$ cat config.mk
export PLATFORM = sky130hd
export DESIGN_NAME = dual_char_decoder
export DESIGN_NICKNAME = d
export VERILOG_FILES = /design/src/rtl/dcd_pkg.sv /design/src/rtl/dcd_ctrl.sv /design/src/rtl/dcd_datapath.sv /design/src/rtl/dual_char_decoder.sv
export SDC_FILE = /design/constraint.sdc
export NUM_CORES = 1
export LEC_CHECK = 0
export BUFFER_PORTS_ARGS = -buffer_cell sky130_fd_sc_hd__buf_2
export CAP_MARGIN = 20
export CORE_ASPECT_RATIO = 1.25
export CORE_UTILIZATION = 30
export CTS_BUF_LIST = sky130_fd_sc_hd__clkbuf_8
export CTS_CLUSTER_DIAMETER = 60
export CTS_CLUSTER_SIZE = 10
export DETAILED_ROUTE_END_ITERATION = 10
export PLACE_DENSITY = 0.56
export SLEW_MARGIN = 5
export SYNTH_ARGS = -nofsm -noshare
export SYNTH_HDL_FRONTEND = slang
export SYNTH_SLANG_ARGS = --single-unit
$ cat constraint.sdc
create_clock -name clk -period 7.95 [get_ports clk]
set_input_delay 0.3975 -clock clk [delete_from_list [all_inputs] [get_ports clk]]
set_output_delay 0.3975 -clock clk [all_outputs]
set_load 0.02 [all_outputs]
$ cat src/rtl/dcd_pkg.sv
package dcd_pkg;
  localparam int CODE_W = 10;
  localparam int BYTE_W = 8;
  localparam int SIX_W  = 6;
  localparam int FOUR_W = 4;
  localparam int LOW_W  = 5;
  localparam int HIGH_W = 3;
  localparam int LOW_N  = 1 << LOW_W;
  localparam int HIGH_N = 1 << HIGH_W;

  typedef enum logic [1:0] {KIND_DATA, KIND_K28, KIND_KX7} kind_e;

  typedef struct packed {
    logic loadRaw;
    logic loadDec;
  } ldStb_t;

  // 6-bit code for each 5-bit value, as used at negative disparity
  function automatic logic [SIX_W-1:0] base6(input logic [LOW_W-1:0] x);
    case (x)
      5'd0:  return 6'b100111;  5'd1:  return 6'b011101;
      5'd2:  return 6'b101101;  5'd3:  return 6'b110001;
      5'd4:  return 6'b110101;  5'd5:  return 6'b101001;
      5'd6:  return 6'b011001;  5'd7:  return 6'b111000;
      5'd8:  return 6'b111001;  5'd9:  return 6'b100101;
      5'd10: return 6'b010101;  5'd11: return 6'b110100;
      5'd12: return 6'b001101;  5'd13: return 6'b101100;
      5'd14: return 6'b011100;  5'd15: return 6'b010111;
      5'd16: return 6'b011011;  5'd17: return 6'b100011;
      5'd18: return 6'b010011;  5'd19: return 6'b110010;
      5'd20: return 6'b001011;  5'd21: return 6'b101010;
      5'd22: return 6'b011010;  5'd23: return 6'b111010;
      5'd24: return 6'b110011;  5'd25: return 6'b100110;
      5'd26: return 6'b010110;  5'd27: return 6'b110110;
      5'd28: return 6'b001110;  5'd29: return 6'b101110;
      5'd30: return 6'b011110;  default: return 6'b101011;
    endcase
  endfunction

  function automatic logic [SIX_W-1:0] enc6(input logic [LOW_W-1:0] x,
                                            input logic k28, input logic rdPos);
    logic [SIX_W-1:0] b;
    b = k28 ? 6'b001111 : base6(x);
    if (rdPos && (($countones(b) != 3) || (!k28 && x == 5'd7))) return ~b;
    return b;
  endfunction

  function automatic logic [FOUR_W-1:0] base4(input logic [HIGH_W-1:0] y);
    case (y)
      3'd0: return 4'b1011;  3'd1: return 4'b1001;
      3'd2: return 4'b0101;  3'd3: return 4'b1100;
      3'd4: return 4'b1101;  3'd5: return 4'b1010;
      3'd6: return 4'b0110;  default: return 4'b1110;
    endcase
  endfunction

  function automatic logic [FOUR_W-1:0] enc4(input logic [HIGH_W-1:0] y,
                                             input logic [LOW_W-1:0] x,
                                             input kind_e kind, input logic rd6);
    logic alt;
    logic [FOUR_W-1:0] b;
    alt = (y == 3'd7) &&
          ((kind != KIND_DATA) ||
           (!rd6 && (x inside {5'd17, 5'd18, 5'd20})) ||
           (rd6 && (x inside {5'd11, 5'd13, 5'd14})));
    b = alt ? 4'b0111 : base4(y);
    if (kind == KIND_K28 && (y inside {3'd1, 3'd2, 3'd5, 3'd6})) b = ~b;
    if (rd6 && (($countones(b) != 2) || y == 3'd3 || kind == KIND_K28)) return ~b;
    return b;
  endfunction
endpackage

$ cat src/rtl/dcd_ctrl.sv
module dcd_ctrl
  import dcd_pkg::*;
#(
  parameter bit INIT_RD_POS = 1'b0
) (
  input  logic              clk,
  input  logic              rstN,
  input  logic              charStb,
  input  logic              bypassMode,
  input  logic [CODE_W-1:0] charIn,
  output ldStb_t            ld,
  output logic              rdPos
);
  localparam int HALF = CODE_W / 2;

  logic [3:0] onesCnt;

  always_comb begin
    ld.loadRaw = charStb && bypassMode;
    ld.loadDec = charStb && !bypassMode;
    onesCnt    = 4'($countones(charIn));
  end

  always_ff @(posedge clk or negedge rstN) begin
    if (!rstN) begin
      rdPos <= INIT_RD_POS;
    end else if (ld.loadDec) begin
      if (onesCnt > 4'(HALF))      rdPos <= 1'b1;
      else if (onesCnt < 4'(HALF)) rdPos <= 1'b0;
    end
  end

  p_stb_onehot_r9: assert property (@(posedge clk) disable iff (!rstN)
    $onehot0({ld.loadRaw, ld.loadDec}));
  p_rd_idle_r9: assert property (@(posedge clk) disable iff (!rstN)
    !charStb |=> $stable(rdPos));
  p_rd_bypass_r8: assert property (@(posedge clk) disable iff (!rstN)
    (charStb && bypassMode) |=> $stable(rdPos));
  p_rd_heavy_r7: assert property (@(posedge clk) disable iff (!rstN)
    (ld.loadDec && $countones(charIn) > HALF) |=> rdPos);
  p_rd_light_r7: assert property (@(posedge clk) disable iff (!rstN)
    (ld.loadDec && $countones(charIn) < HALF) |=> !rdPos);
endmodule

$ cat src/rtl/dcd_datapath.sv
module dcd_datapath
  import dcd_pkg::*;
(
  input  logic              clk,
  input  logic              rstN,
  input  ldStb_t            ld,
  input  logic              rdPos,
  input  logic [CODE_W-1:0] charIn,
  output logic [CODE_W-1:0] qOut,
  output logic              ctrlFlag,
  output logic              violFlag
);
  localparam int PAD_W = CODE_W - BYTE_W;

  logic [SIX_W-1:0]  code6;
  logic [FOUR_W-1:0] code4;
  logic [LOW_W-1:0]  xVal;
  logic [HIGH_W-1:0] yVal;
  logic              found6, found4, k28, kx7, rd6, codeOk;
  logic [2:0]        ones6;
  kind_e             kind6;

  always_comb begin
    code6  = charIn[CODE_W-1:FOUR_W];
    code4  = charIn[FOUR_W-1:0];
    found6 = 1'b0;
    xVal   = '0;
    k28    = 1'b0;
    // 6-bit sub-block lookup at the current disparity
    for (int i = 0; i < LOW_N; i++) begin
      if (enc6(LOW_W'(i), 1'b0, rdPos) == code6) begin
        found6 = 1'b1;
        xVal   = LOW_W'(i);
      end
    end
    if (enc6(5'd28, 1'b1, rdPos) == code6) begin
      found6 = 1'b1;
      xVal   = 5'd28;
      k28    = 1'b1;
    end
    // Disparity at the sub-block boundary
    ones6 = 3'($countones(code6));
    if (ones6 > 3'd3)      rd6 = 1'b1;
    else if (ones6 < 3'd3) rd6 = 1'b0;
    else                   rd6 = rdPos;
    kind6  = k28 ? KIND_K28 : KIND_DATA;
    // 4-bit sub-block lookup
    found4 = 1'b0;
    yVal   = '0;
    kx7    = 1'b0;
    for (int j = 0; j < HIGH_N; j++) begin
      if (enc4(HIGH_W'(j), xVal, kind6, rd6) == code4) begin
        found4 = 1'b1;
        yVal   = HIGH_W'(j);
      end
    end
    if (!found4 && !k28 && (xVal inside {5'd23, 5'd27, 5'd29, 5'd30}) &&
        enc4(3'd7, xVal, KIND_KX7, rd6) == code4) begin
      found4 = 1'b1;
      yVal   = 3'd7;
      kx7    = 1'b1;
    end
    codeOk = found6 && found4;
  end

  always_ff @(posedge clk or negedge rstN) begin
    if (!rstN) begin
      qOut     <= '0;
      ctrlFlag <= 1'b0;
      violFlag <= 1'b0;
    end else if (ld.loadRaw) begin
      qOut     <= charIn;
      ctrlFlag <= 1'b0;
      violFlag <= 1'b0;
    end else if (ld.loadDec) begin
      if (codeOk) begin
        qOut     <= {{PAD_W{1'b0}}, yVal, xVal};
        ctrlFlag <= k28 || kx7;
        violFlag <= 1'b0;
      end else begin
        qOut     <= '0;
        ctrlFlag <= 1'b0;
        violFlag <= 1'b1;
      end
    end
  end

  p_bypass_raw_r8: assert property (@(posedge clk) disable iff (!rstN)
    ld.loadRaw |=> (qOut == $past(charIn) && !ctrlFlag && !violFlag));
  p_hold_r9: assert property (@(posedge clk) disable iff (!rstN)
    !(ld.loadRaw || ld.loadDec) |=> ($stable(qOut) && $stable(ctrlFlag) && $stable(violFlag)));
  p_viol_clean_r4: assert property (@(posedge clk) disable iff (!rstN)
    violFlag |-> (qOut == '0 && !ctrlFlag));
  p_upper_zero_r2: assert property (@(posedge clk) disable iff (!rstN)
    ld.loadDec |=> (qOut[CODE_W-1:BYTE_W] == '0));
endmodule

$ cat src/rtl/dual_char_decoder.sv
module dual_char_decoder
  import dcd_pkg::*;
#(
  parameter bit INIT_RD_POS = 1'b0
) (
  input  logic              clk,
  input  logic              rstN,
  input  logic              charStb,
  input  logic              bypassMode,
  input  logic [CODE_W-1:0] charIn,
  output logic [CODE_W-1:0] qOut,
  output logic              ctrlFlag,
  output logic              violFlag
);
  ldStb_t ld;
  logic   rdPos;

  dcd_ctrl #(.INIT_RD_POS(INIT_RD_POS)) u_ctrl (
    .clk(clk), .rstN(rstN), .charStb(charStb), .bypassMode(bypassMode),
    .charIn(charIn), .ld(ld), .rdPos(rdPos)
  );

  dcd_datapath u_dp (
    .clk(clk), .rstN(rstN), .ld(ld), .rdPos(rdPos), .charIn(charIn),
    .qOut(qOut), .ctrlFlag(ctrlFlag), .violFlag(violFlag)
  );
endmodule

After elaboration in Yosys (flattened, before gate mapping)

Cells that the tools add are included.

Flip-flop bits (word level): 13
Bits of input ports: 14
Output and inout port bits: 12
Word-level logic and storage cells: 286

$add $sub $neg: 25
Magnitude comparators: 4
Eq/ne operators: 58
Muxes and demuxes: 158
Bitwise logic cells: 5
Reductions and logical operators: 32

Operator list:

| kind                                                                             | count |
|---|---|
| 6-bit 2-to-1 mux                                                                 | 30 |
| 32-bit adder                                                                     | 5 |
| 32-bit by 3-bit != test with 1-bit output (second input constant)                | 5 |
| 5-bit 2-to-1 mux                                                                 | 31 |
| 4-bit 2-to-1 mux                                                                 | 23 |
| 6-bit equality test                                                              | 15 |
| 1-bit 2-to-1 mux                                                                 | 64 |
| 6-bit equality test (first input constant)                                       | 9 |
| 4-bit equality test                                                              | 9 |
| 5-bit by 6-bit equality test with 1-bit output (first input constant)            | 6 |
| 5-bit equality test (second input constant)                                      | 7 |
| 1-bit by 1-bit adder with 2-bit output                                           | 15 |
| 3-bit 2-to-1 mux                                                                 | 7 |
| 10-bit 2-to-1 mux                                                                | 2 |
| 4-bit inverter                                                                   | 5 |
| 4-bit by 6-bit equality test with 1-bit output (first input constant)            | 3 |
| 5-bit by 4-bit equality test with 1-bit output (second input constant)           | 3 |
| 1-bit logical AND                                                                | 13 |
| 4-bit adder                                                                      | 3 |
| 1-bit logical OR                                                                 | 8 |
| 8-bit 2-to-1 mux                                                                 | 1 |
| 2-bit nonzero test                                                               | 3 |
| 3-bit nonzero test                                                               | 2 |
| 4-bit by 3-bit greater-than comparator with 1-bit output (second input constant) | 1 |
| 9 further kinds                                                                  | 12 |

Logic depth before layout (Yosys ltp)

Depth in word-level cells: 59
Depth in mapped cells: 17
Mapped depth without buffers: 16

Modules after synthesis

Synthesis repeated with hierarchy kept, for this count alone.

Cell total of the unflattened synthesis: 320
Area total of the unflattened synthesis: 2468.6 µm²

Modules (own cells, without submodules):

| module       | instances | cells each | area each (µm²) | seq. area each (µm²) |
|---|---|---|---|---|
| dcd_datapath | 1         | 288        | 2178.3          | 300.3 |
| dcd_ctrl     | 1         | 32         | 290.3           | 25.0 |

Least setup slack after synthesis

No wires, ideal clock.

Kind: input port to flip-flop
Start point: input port charIn[4]
End point: register u_dp.qOut[0]
Library setup time: 95 ps
Arrival time: 3846 ps
Data required time: 7855 ps
Slack: 4008 ps
Stages: 15
Buffers on the path: 1
Cell sequence: fa_1 > ha_1 > ha_1 > inv_1 > fa_1 > inv_1 > a31oi_1 > clkbuf_1 > nand2_1 > o32ai_2 > nor2_1 > mux2i_1 > mux2i_2 > o211ai_4 > o31ai_1

Cells in the longest elaborated chain, start to end: 57
Elaborated cells on any way between the ends: 214
Classes of those cells: add/sub (18); order compare (2); eq/ne (58); mux (106); bitwise (5); reduce/logical (25)

Ends and longest elaborated chain:

| element                                | line                    | text |
|---|---|---|
| from (decl)                            | dual_char_decoder.sv:10 | `input logic [CODE_W-1:0] charIn,` |
| 6-bit equality test                    | dcd_datapath.sv:31      | `if (enc6(LOW_W'(i), 1'b0, rdPos) == code6) begin` |
| 1-bit 2-to-1 mux                       | dcd_datapath.sv:31      |  |
| 5-bit 2-to-1 mux (30 in series)        | dcd_datapath.sv:31      |  |
| 5-bit 2-to-1 mux                       | dcd_datapath.sv:36      | `if (enc6(5'd28, 1'b1, rdPos) == code6) begin` |
| 5-bit equality test (on tied branches) | n/a                     |  |
| 3-bit nonzero test                     | n/a                     |  |
| 1-bit logical AND                      | dcd_pkg.sv:64           | `(!rd6 && (x inside {5'd17, 5'd18, 5'd20})) \|\|` |
| 1-bit logical OR                       | dcd_pkg.sv:63           | `((kind != KIND_DATA) \|\|` |
| [... 10 more ...]                      | n/a                     |  |
| 1-bit 2-to-1 mux                       | dcd_datapath.sv:52      | `if (enc4(HIGH_W'(j), xVal, kind6, rd6) == code4) begin` |
| 1-bit zero test                        | dcd_datapath.sv:57      | `if (!found4 && !k28 && (xVal inside {5'd23, 5'd27, 5'd29, 5'd30}) &&` |
| 1-bit logical AND (3 in series)        | dcd_datapath.sv:57      |  |
| 1-bit 2-to-1 mux                       | dcd_datapath.sv:57      |  |
| 1-bit logical AND                      | dcd_datapath.sv:63      | `codeOk = found6 && found4;` |
| 8-bit 2-to-1 mux (*)                   | dcd_datapath.sv:76      | `if (codeOk) begin` |
| 10-bit 2-to-1 mux (*)                  | dcd_datapath.sv:75      | `end else if (ld.loadDec) begin` |
| 10-bit 2-to-1 mux (*)                  | dcd_datapath.sv:71      | `end else if (ld.loadRaw) begin` |
| to (signal assigned)                   | dcd_datapath.sv:72      | `qOut <= charIn;` |
| to (signal assigned)                   | dcd_datapath.sv:77      | `qOut <= {{PAD_W{1'b0}}, yVal, xVal};` |
| to (decl)                              | dcd_datapath.sv:9       | `output logic [CODE_W-1:0] qOut,` |

Every way passes the cells marked *; elsewhere a longest branch is shown, timed or not. The select of a mux whose other input is x is not followed.
A chain may end at the register's enable or synchronous reset.

Worst setup path after layout

Start point: input port charIn[7]
End point: register u_dp.qOut[0]

Same word-level chain as after synthesis.

==> key figures <==
Worst setup path
  – Critical path cell sequence: buf_2 > fa_1 > ha_1 > ha_1 > inv_1 > fa_1 > inv_1 > a31oi_1 > nor3_1 > a32oi_1 > o32ai_2 > nor2_1 > mux2i_1 > mux2i_2 > o211ai_4 > o31ai_1
  – Setup CP Type: input pin to flip-flop
  – Arrival @ worst endpoint: 4.86 ns
  – Critical-path top delay cell: a31oi_1
  – R2R Setup Slk: 3.93 ns
  – Critical path launch point type: input pin
  – Reg2reg start: u_ctrl.rdPos$_DFFE_PN0P_
  – Critical Path RT: 8.10 ns
  – Crit Path Max Fanout: 29
  – CP delay by family, top: adder cells
  – Worst Path Buf+Inv: 3
  – CP max stage delay: 0.76 ns
  – Reg-to-reg critical path endpoint: u_dp.qOut[0]$_DFFE_PN0P_
  – Setup crit end kind: flip-flop
  – Worst reg2reg path depth: 12

Hold path
  – Hold Crit Class: input pin to async pin

Die
  – DIE HEIGHT: 106 um
  – Core footprint: 8330 sq um
  – IO Pins: 26
  – Row cnt: 37
  – Die ar.: 9060 sq um
  – Die X: 85.3 um
  – Initial core utilization: 31.2%

Routing
  – DR iter-0 viols: 153
  – DRT antenna net count: 0
  – DR vias: 2677
  – Routed WL: 7.49 mm
  – Avg WL per Cell: 16.6 um
  – DR pass1 iterations: 5
  – Drt drc: 0
  – Vias per inst: 5.95

Logic synthesis
  – Async set-reset flop share out of synthesis: 100%
  – Area of the mapped netlist: 2600 sq um
  – Syn nets: 383
  – Synth top area share: 12.5%
  – Synth area leader: dfrtp_1
  – EDFF count, synth: 0
  – Netlist cell types: 75
  – Yosys reg bits: 13
  – Sequential share of the synthesized area: 12.5%
  – Yosys warning total: 0
  – Cells after Synth: 347
  – Synth top area cells: dfrtp_1 12%, ha_1 7.7%, fa_1 4.6%
  – Avg Cell Area, Syn: 7.50 sq um
  – Dominant synthesized flop cell: dfrtp_1

Timing
  – Final Hold Vio Count: 0
  – Sum Neg Setup Slack: 0 ns
  – Setup violations, final: 0
  – Maximum clock frequency: 212 MHz
  – Fin crit period: 4.71 ns
  – Final worst clock skew: 0.000613 ns
  – RSZ-0062 raised after global routing: false
  – Worst-margin pin slew: 0.955 ns
  – Final count of pins violating max slew: 0
  – Final worst path period share: 59.3%
  – Slew margin rel.: 36.0%

Clocking
  – CTS buffer count: 3
  – Clk slew on worst S/H paths: 0.05 ns
  – Clock Tree Buf Depth: 2
  – CTS tree: done
  – Post-CTS Hold Fix Bufs: 0
  – Clk Latency, worst-skew pair: 0.24 ns
  – # resized after CTS: 0
  – Clock net sink count: 13
  – Root Buffer: clkbuf_8
  – Postcts setup bufs: 0
  – H-tree depth: 1

Place
  – Placed Area: 2750 sq um
  – Dpl hpwl: 5.87 mm
  – Gpl congestion: 0.966
  – Buffers on Ports: 25

GRT
  – Total global routing overflow: 0
  – Largest net degree at the start of global routing: 30
  – Vias in the first global route: 2513
  – Initial antenna violation count: 0
  – Total GRT Usage: 16.9%
  – First-pass GRT wire length: 12.5 mm

Cells and area
  – N_diodes: 0
  – Sequential Area: 325 sq um
  – Multi-input gate area: 2080 sq um
  – # fillers: 890
  – Design Area, Final: 2790 sq um
  – Share of post-route cells with drive strength above 1: 13.6%
  – Area growth from synthesis to layout: 7.21%
  – Nets: 390

Pwr
  – Switching share of power: 47.9%
  – Clock power share: 13.9%
  – Seq pwr share: 22.9%
  – Worst VDD drop: 0.0000548 V
  – Logic pwr share: 63.2%
  – Tot Pwr: 0.000407 W
  – Switch Pwr: 0.000195 W
  – P_leak: 1.23 nW
  – Power Density: 146 nW/um^2
  – Internal power: 0.000212 W

Run status
  – Status: finished, final reports clean

Job
  – Max-cap viol count: 0
## layout by cell type (no fill, tap or decap), drive strengths merged, types with 3 or more instances in the layout
master,n
o211ai,3
a21oi,17
nand4b,3
ha,16
clkbuf,3
nor3,8
and2,3
dfrtp,13
or3b,3
buf,25
nor3b,4
mux2i,11
or2,3
nand2,28
a211oi,3
o221ai,3
a32oi,4
o31ai,3
nor2,23
o22ai,9
o32ai,3
a22oi,7
o21ai,21
o2bb2ai,4
o21a,3
nor2b,13
fa,6
nand2b,17
inv,26
nand3,8
and4bb,4
mux2,3
and3,3
a21o,5
a31oi,8
## cell type report
class | count | area share (%)
repair buffers | 25 | 4.48
well taps | 97 | 4.35
multi-input cells | 286 | 74.5
clock buffers | 3 | 1.48
flip-flops and latches | 13 | 11.7
clock inverters | 1 | 0.134
inverters | 25 | 3.36
## through the flow
step	instances	util (%)	hold slack, ns	setup slack, ns
floorplan	347	-	0.102	4.01
global placement	446	33.0	0.293	3.17
detailed placement	446	33.0	0.301	3.02
CTS	450	33.5	0.0408	3.27
global route	450	33.5	0.0519	2.77
finish	450	33.5	0.0361	3.24
## sequential cells by signal (all words and copies together) (netlist names)
register,count
u_ctrl.rdPos,1
u_dp.ctrlFlag,1
u_dp.qOut,10
u_dp.violFlag,1
## synth_stat cells, types with 4 or more instances
master / instances
a31oi_1: 8
nor2_1: 23
nand2_1: 28
nand2b_1: 17
a21o_1: 5
buf_2: 8
dfrtp_1: 13
ha_1: 16
a21oi_1: 17
nor3_1: 8
clkbuf_1: 12
mux2i_1: 10
nor3b_1: 4
nor2b_1: 13
fa_1: 6
a32oi_1: 4
a22oi_1: 7
o21ai_0: 19
o22ai_1: 8
nand3_1: 8
inv_1: 24
o2bb2ai_1: 4
## cell families (layout without fill, tap and decap cells)
kind of cell | count (synthesis) | after routing | share of synthesized area [%]
buffers and inverters | 48 | 54 | 7.59
flip-flops | 13 | 13 | 12.5
adder cells (fa/ha/maj) | 23 | 23 | 12.7
AND/OR/NAND/NOR | 131 | 131 | 28.1
multiplexers | 14 | 14 | 5.81
XOR/XNOR | 4 | 4 | 1.35
AO/OA/AOI/OAI | 114 | 114 | 32.0
## metal layers
layer | share of wire (%) | vias up | GRT usage [%]
li1 | - | 1297 | -
met1 | 46 | 1272 | 22.8
met2 | 49 | 96 | 29.6
met3 | 4.2 | 12 | 0.776
met4 | 1.4 | 0 | 4.05
met5 | 0 | - | 0
## worst max path at each step
| stage | start | endpoint | slack (ns) | depth (start not counted) |
|---|---|---|---|---|
| floorplan | charIn[4] | u_dp.qOut[0]$_DFFE_PN0P_ | 4.01 | 15 |
| global placement | charIn[7] | u_dp.qOut[0]$_DFFE_PN0P_ | 3.17 | 16 |
| detailed placement | charIn[7] | u_dp.qOut[0]$_DFFE_PN0P_ | 3.02 | 16 |
| CTS | charIn[7] | u_dp.qOut[0]$_DFFE_PN0P_ | 3.27 | 16 |
| global route | charIn[7] | u_dp.qOut[1]$_DFFE_PN0P_ | 2.77 | 16 |
| finish | charIn[7] | u_dp.qOut[0]$_DFFE_PN0P_ | 3.24 | 16 |
## power groups by stage
stage | logic, W | registers (W) | clock network, W
global placement | 0.000252 | 0.0000937 | 0
CTS | 0.000256 | 0.0000930 | 0.0000588
detailed placement | 0.000255 | 0.0000943 | 0
finish | 0.000257 | 0.0000929 | 0.0000567
floorplan | 0.000201 | 0.0000891 | 0
global route | 0.000287 | 0.0000954 | 0.0000624
(Power assumes the default switching activity.)
